## config.mk

```make
export PLATFORM = sky130hd
export DESIGN_NAME = usb_tx_serial
export DESIGN_NICKNAME = d
export VERILOG_FILES = /design/src/rtl/usb_tx_pkg.sv /design/src/rtl/usb_tx_ctrl.sv /design/src/rtl/usb_tx_dpath.sv /design/src/rtl/usb_tx_serial.sv
export SDC_FILE = /design/constraint.sdc
export NUM_CORES = 1
export LEC_CHECK = 0
export CAP_MARGIN = 20
export CORE_MARGIN = 2
export CORE_UTILIZATION = 52
export CTS_CLUSTER_SIZE = 20
export DETAILED_ROUTE_END_ITERATION = 10
export PLACE_DENSITY = 0.72
export SYNTH_ARGS = -nofsm -noshare
export SYNTH_HDL_FRONTEND = slang
export SYNTH_SLANG_ARGS = --single-unit
```

## constraint.sdc

```tcl
create_clock -name clk -period 4.7 [get_ports clk]
set_clock_uncertainty 0.15 [all_clocks]
set_input_delay 0.47 -clock clk [delete_from_list [all_inputs] [get_ports clk]]
set_output_delay 0.47 -clock clk [all_outputs]
set_load 0.03 [all_outputs]
```

## src/rtl/usb_tx_pkg.sv

```systemverilog
package usb_tx_pkg;

  typedef enum logic [1:0] {
    LINE_SE0 = 2'b00,
    LINE_J   = 2'b01,
    LINE_K   = 2'b10
  } lineT;

  // What the line register does at the coming edge
  typedef enum logic [1:0] {
    EM_J,     // force idle J
    EM_SE0,   // force single-ended zero
    EM_BIT,   // NRZI of the current shift bit
    EM_ZERO   // NRZI of an inserted zero
  } emitT;

  typedef struct packed {
    logic loadSync;
    logic loadByte;
    logic shift;
    emitT emit;
  } txStrobeT;

endpackage

```

## src/rtl/usb_tx_ctrl.sv

```systemverilog
module usb_tx_ctrl
  import usb_tx_pkg::*;
#(
  parameter int DATA_W    = 8,
  parameter int STUFF_RUN = 6,
  parameter int EOP_SE0   = 2
) (
  input  logic     clk,
  input  logic     rst,
  input  logic     txValid,
  input  logic     curBit,
  output logic     txReady,
  output txStrobeT strobe
);

  localparam int CNT_W  = $clog2(DATA_W + 1);
  localparam int ONES_W = $clog2(STUFF_RUN + 1);
  localparam int EOP_W  = $clog2(EOP_SE0 + 1);

  typedef enum logic [2:0] {
    ST_RESET,
    ST_IDLE,
    ST_SYNC,
    ST_DATA,
    ST_EOP
  } stateT;

  stateT              state;
  logic [CNT_W-1:0]   bitCnt;   // DATA_W means byte done, stuff bit pending
  logic [ONES_W-1:0]  ones;
  logic [EOP_W-1:0]   eopCnt;

  logic               stuffNow;
  logic               lastBit;
  logic               boundary;
  logic [ONES_W-1:0]  onesNext;

  always_comb begin
    stuffNow = (state == ST_DATA) && (ones == ONES_W'(STUFF_RUN));
    if (stuffNow || !curBit) onesNext = '0;
    else                     onesNext = ones + 1'b1;
    lastBit = (bitCnt == CNT_W'(DATA_W - 1));
    unique case (state)
      ST_SYNC: boundary = lastBit;
      ST_DATA: boundary = stuffNow ? (bitCnt == CNT_W'(DATA_W))
                                   : (lastBit && (onesNext != ONES_W'(STUFF_RUN)));
      default: boundary = 1'b0;
    endcase
    txReady = boundary && txValid;
  end

  always_comb begin
    strobe = '{loadSync: 1'b0, loadByte: 1'b0, shift: 1'b0, emit: EM_J};
    unique case (state)
      ST_IDLE: strobe.loadSync = txValid;
      ST_SYNC: begin
        strobe.emit     = EM_BIT;
        strobe.shift    = 1'b1;
        strobe.loadByte = txReady;
      end
      ST_DATA: begin
        strobe.emit     = stuffNow ? EM_ZERO : EM_BIT;
        strobe.shift    = !stuffNow;
        strobe.loadByte = txReady;
      end
      ST_EOP:  strobe.emit = (eopCnt < EOP_W'(EOP_SE0)) ? EM_SE0 : EM_J;
      default: strobe.emit = EM_J;
    endcase
  end

  always_ff @(posedge clk) begin
    if (rst) begin
      state  <= ST_RESET;
      bitCnt <= '0;
      ones   <= '0;
      eopCnt <= '0;
    end else begin
      unique case (state)
        ST_RESET: state <= ST_IDLE;
        ST_IDLE: if (txValid) begin
          state  <= ST_SYNC;
          bitCnt <= '0;
          ones   <= '0;
        end
        ST_SYNC: begin
          if (boundary) begin
            bitCnt <= '0;
            if (txValid) state <= ST_DATA;
            else begin
              state  <= ST_EOP;
              eopCnt <= '0;
            end
          end else begin
            bitCnt <= bitCnt + 1'b1;
          end
        end
        ST_DATA: begin
          ones <= onesNext;
          if (boundary) begin
            bitCnt <= '0;
            if (!txValid) begin
              state  <= ST_EOP;
              eopCnt <= '0;
            end
          end else if (!stuffNow) begin
            bitCnt <= bitCnt + 1'b1;
          end
        end
        ST_EOP: begin
          if (eopCnt == EOP_W'(EOP_SE0)) state <= ST_IDLE;
          else                           eopCnt <= eopCnt + 1'b1;
        end
        default: state <= ST_RESET;
      endcase
    end
  end

  // the cycle after release is still the reset state
  a_r1_ready_low_after_reset: assert property (@(posedge clk) disable iff (rst)
    $past(rst) |-> !txReady);

  // a valid seen while idle starts the pattern at its first slot
  a_r2_sync_follows_valid: assert property (@(posedge clk) disable iff (rst)
    (state == ST_IDLE && txValid) |=> (state == ST_SYNC && bitCnt == '0));

  // consumed bytes are at least one byte time apart
  a_r3_no_back_to_back_take: assert property (@(posedge clk) disable iff (rst)
    (txReady && txValid) |=> !txReady);

  // a boundary without a valid byte leads to the end sequence
  a_r7_end_goes_to_eop: assert property (@(posedge clk) disable iff (rst)
    (boundary && !txValid) |=> (state == ST_EOP && !txReady));

endmodule

```

## src/rtl/usb_tx_dpath.sv

```systemverilog
module usb_tx_dpath
  import usb_tx_pkg::*;
#(
  parameter int DATA_W = 8
) (
  input  logic              clk,
  input  logic              rst,
  input  logic [DATA_W-1:0] txData,
  input  txStrobeT          strobe,
  output logic              curBit,
  output lineT              lineState
);

  localparam logic [DATA_W-1:0] SYNC_WORD = {1'b1, {(DATA_W-1){1'b0}}};

  logic [DATA_W-1:0] shReg;

  function automatic lineT flipLine(input lineT cur);
    return (cur == LINE_K) ? LINE_J : LINE_K;
  endfunction

  assign curBit = shReg[0];

  always_ff @(posedge clk) begin
    if (rst) begin
      shReg     <= '0;
      lineState <= LINE_J;
    end else begin
      if (strobe.loadSync)      shReg <= SYNC_WORD;
      else if (strobe.loadByte) shReg <= txData;
      else if (strobe.shift)    shReg <= shReg >> 1;

      unique case (strobe.emit)
        EM_J:    lineState <= LINE_J;
        EM_SE0:  lineState <= LINE_SE0;
        EM_BIT:  if (!curBit) lineState <= flipLine(lineState);
        EM_ZERO: lineState <= flipLine(lineState);
        default: lineState <= LINE_J;
      endcase
    end
  end

  // line is idle J right after reset
  a_r1_line_idle_after_reset: assert property (@(posedge clk) disable iff (rst)
    $past(rst) |-> (lineState == LINE_J));

  // a 1 data bit leaves the line unchanged
  a_r4_one_holds_line: assert property (@(posedge clk) disable iff (rst)
    (strobe.emit == EM_BIT && curBit) |=> $stable(lineState));

  // an inserted zero always produces a J/K transition
  a_r5_stuff_flips_line: assert property (@(posedge clk) disable iff (rst)
    (strobe.emit == EM_ZERO) |=>
      (lineState != $past(lineState) && lineState != LINE_SE0));

endmodule

```

## src/rtl/usb_tx_serial.sv

```systemverilog
module usb_tx_serial
  import usb_tx_pkg::*;
#(
  parameter int DATA_W    = 8,
  parameter int STUFF_RUN = 6,
  parameter int EOP_SE0   = 2
) (
  input  logic              clk,
  input  logic              rst,
  input  logic [DATA_W-1:0] txData,
  input  logic              txValid,
  output logic              txReady,
  output logic [1:0]        lineState
);

  txStrobeT strobe;
  logic     curBit;
  lineT     lineQ;

  usb_tx_ctrl #(
    .DATA_W   (DATA_W),
    .STUFF_RUN(STUFF_RUN),
    .EOP_SE0  (EOP_SE0)
  ) u_ctrl (
    .clk    (clk),
    .rst    (rst),
    .txValid(txValid),
    .curBit (curBit),
    .txReady(txReady),
    .strobe (strobe)
  );

  usb_tx_dpath #(
    .DATA_W(DATA_W)
  ) u_dpath (
    .clk      (clk),
    .rst      (rst),
    .txData   (txData),
    .strobe   (strobe),
    .curBit   (curBit),
    .lineState(lineQ)
  );

  assign lineState = lineQ;

endmodule

```

==> metrics.yaml <==
yosys:
  synth_compound_area_share_pct: 20.1
  synth_top_family_by_area: "simple AND/OR/NAND/NOR gates"
  async_flop_share_pct: 0
  muxShareOfSynthArea_pct: 6.95
  ys_seq_area_share_pct: 34.0
  synthSimpleGateAreaFrac_pct: 26.6
  synth.avg_cell_area_um2: 8.36
  syn-instance-count: 155
  ys_ff_latch: 22
  syn_area_um2: 1300
  netlist.area_leader.share_pct: 34.0
  syn-num-nets: 171
  synth_edf_count: 0
  netlist-cell-type-count: 45
  synth_top_area_cell: "dfxtp_1"
  yosys.area_share.adder_pct: 4.83
  synth_xor_area_share_pct: 2.70
  yosys_warnings: 0
  synth_area_leaders: "dfxtp_1 34%, mux2i_1 6.9%, o21ai_0 6.2%"
  synth_flop_cell: "dfxtp_1"
timing:
  final.setup.tns_ps: 0
  worstMarginPinSlew_ps: 542
  final_min_period_over_clock_period_pct: 70.2
  relSlewSlack_pct: 63.7
  setup_viol: 0
  drv_slew: 0
  post-route-min-period_ps: 3300
  fmax_mhz: 303
  setup_slack_ps: 1400
  hold_violations: 0
  rsz0062_at_grt: "false"
floorplanning:
  die_h_um: 53.9
  die_area_um2: 2910
  die_w_um: 53.9
  row_count: 18
  coreArea_um2: 2410
  initial_utilization_pct: 53.8
  ios: 14
worst_setup_path:
  crit_cells: 7
  crit_required_ps: 4080
  cp_cell_sequence: "inv_1 -> ha_1 -> and4b_1 -> and3_4 -> a2bb2oi_2 -> nor2_1 -> clkdlybuf4s50_1"
  worst-path-buf-inv: 2
  crit_path_start_kind: "flip-flop"
  r2r-end: "u_dpath.shReg[7]"
  cp_data_arrival_time_ps: 2680
  slowest_stage: "clkdlybuf4s50_1"
  cp-startpoint: "u_ctrl.ones[0]"
  end_kind: "output pin"
  path_delay_family: "buffers and inverters"
  rr_worst_depth: 7
  r2r_slack_ps: 2440
  slowest_delay_ps: 620
  worst-setup-path-type: "flip-flop to output pin"
  critPathMaxFanout: 15
  r2r-start: "u_ctrl.ones[0]"
  crit_end: "txReady"
grt:
  antenna_found_initial: 0
  grt_pass1_vias: 1074
  track_usage_pct: 21.8
  global_route.overflow_total: 0
  grt_pass1_wl_mm: 4.62
  grt_max_degree: 16
placed_design:
  numPortBuffers: 13
  hpwl_mm: 2.01
  gp_congestion: 0.922
  dp_worst_setup_slack_ps: 1740
cells_and_area:
  n_fill_cell: 220
  multi_input_area_um2: 793
  seq_area_um2: 440
  diodes: 0
  final_cell_mix: "22 x dfxtp_1, 18 x nor2_1, 16 x o21ai_0, 13 x clkdlybuf4s50_1, 11 x a21oi_1"
  nets: 183
  syn_to_final_growth_pct: 12.2
  final_common_cell: "dfxtp_1"
  drive_above_1_share_pct: 7.27
drt:
  postRouteAntennaNets: 0
  drt_first_pass_iters: 4
  via_per_inst: 5.76
  wl_mm: 2.67
  drt_iter0_drc: 20
  dr_total_vias: 1124
  drc: 0
  post_drt_wl_per_cell_um: 13.7
power_and_ir_drop:
  comb_power_share_pct: 36.2
  clkPwrFrac_pct: 16.7
  swShare_pct: 38.0
  seqPwrFrac_pct: 47.1
  power.switching_uw: 193
  ir_worst_vdd_uv: 230
  power.internal_uw: 315
  p_leak_uw: 0.000599
  powerDensity_nw_per_um2: 349
  total_power_uw: 508
clocking:
  cts_root_buffer: "clkbuf_4"
  cts_resized: 0
  postCtsHoldBufs: 0
  clkTransAtPathRegs_ps: 120
  ctsHtreeMaxLevel: 1
  cts_buffers: 3
  clkLatencyLatePin_ps: 300
  postCtsSetupBuffers: 0
  cts_tree: "yes"
  cts_sinks: 22
  cts_buffer_depth: 2
job:
  cap_viol_max_count: 0
run_status:
  status: "finished clean"
min_path:
  min_path_type: "flip-flop to flip-flop"
-- power groups by stage --
stage / combinational [uW] / sequential [uW] / clock (uW)
after floorplan: 145 / 235 / 0
after global placement: 179 / 241 / 0
after detailed placement: 182 / 242 / 0
after CTS: 183 / 238 / 87.6
after global routing: 202 / 244 / 95.3
final: 184 / 239 / 84.8
-- logic make-up after synthesis --
group           Yosys count
flops                    22
buf+inv                  14
simple gates             60
mux                       9
xor+xnor                  4
compound gates           41
fa+ha+maj                 5
-- Yosys cell counts, types with 2 or more instances --
cell type and number:
o21ai_0 16, mux2i_1 9, clkbuf_1 3, a21oi_1 11
xor2_1 2, nor2_1 18, nand4_1 2, xnor2_1 2
nand2_1 6, inv_1 8, or3_1 7, nor3_1 4
and3_1 7, a31oi_1 2, ha_1 5, nand2b_1 2
dfxtp_1 22, a211oi_1 2
-- cell type report --
cell class                      count  share of cell area, %
Sequential cell                    22                   30.3
Timing Repair Buffer               13                   8.95
Clock buffer                        3                   1.55
Multi-Input combinational cell    119                   54.6
Tap cell                           30                   2.58
Inverter                            8                   2.07
-- tightest hold or removal path, cell delays in order (launching register included) --
cell and delay, ps:
dfxtp_1 330, o21ai_0 70, a21oi_1 70
-- how the worst min path moves through the flow --
stage | startpoint | end | slack, ps | depth (start not counted)
floorplan | u_ctrl.eopCnt[0] | u_ctrl.eopCnt[0] | 300 | 2
global placement | u_ctrl.eopCnt[0] | u_ctrl.eopCnt[0] | 310 | 2
detailed placement | u_ctrl.eopCnt[0] | u_ctrl.eopCnt[0] | 320 | 2
CTS | u_ctrl.eopCnt[0] | u_ctrl.eopCnt[0] | 340 | 2
global route | u_ctrl.eopCnt[0] | u_ctrl.eopCnt[0] | 350 | 2
finish | u_ctrl.eopCnt[0] | u_ctrl.eopCnt[0] | 350 | 2
-- stage by stage --
stage | util (%) | hold slack [ps] | instances | instance area [um2]
2_1_floorplan | - | 304 | 155 | 1300
3_3_place_gp | 59.4 | 312 | 192 | 1430
3_5_place_dp | 59.4 | 321 | 192 | 1430
4_1_cts | 60.3 | 342 | 195 | 1450
5_1_grt | 60.3 | 354 | 195 | 1450
6_report | 60.3 | 347 | 195 | 1450
-- flip-flops by register name, indices dropped and copies added, names as in the netlist --
| name | cells |
|---|---|
| u_ctrl.bitCnt | 4 |
| u_dpath.lineState | 2 |
| u_dpath.shReg | 8 |
| u_ctrl.ones | 3 |
| u_ctrl.state | 3 |
| u_ctrl.eopCnt | 2 |
-- routing by layer --
metal	track usage, %	part of all wire (%)	vias up
li1	-	-	581
met1	26.7	48	511
met2	37.0	47	27
met3	6.11	4.5	5
met4	6.41	0.90	0
met5	0	0	-
(Power assumes the default switching activity.)
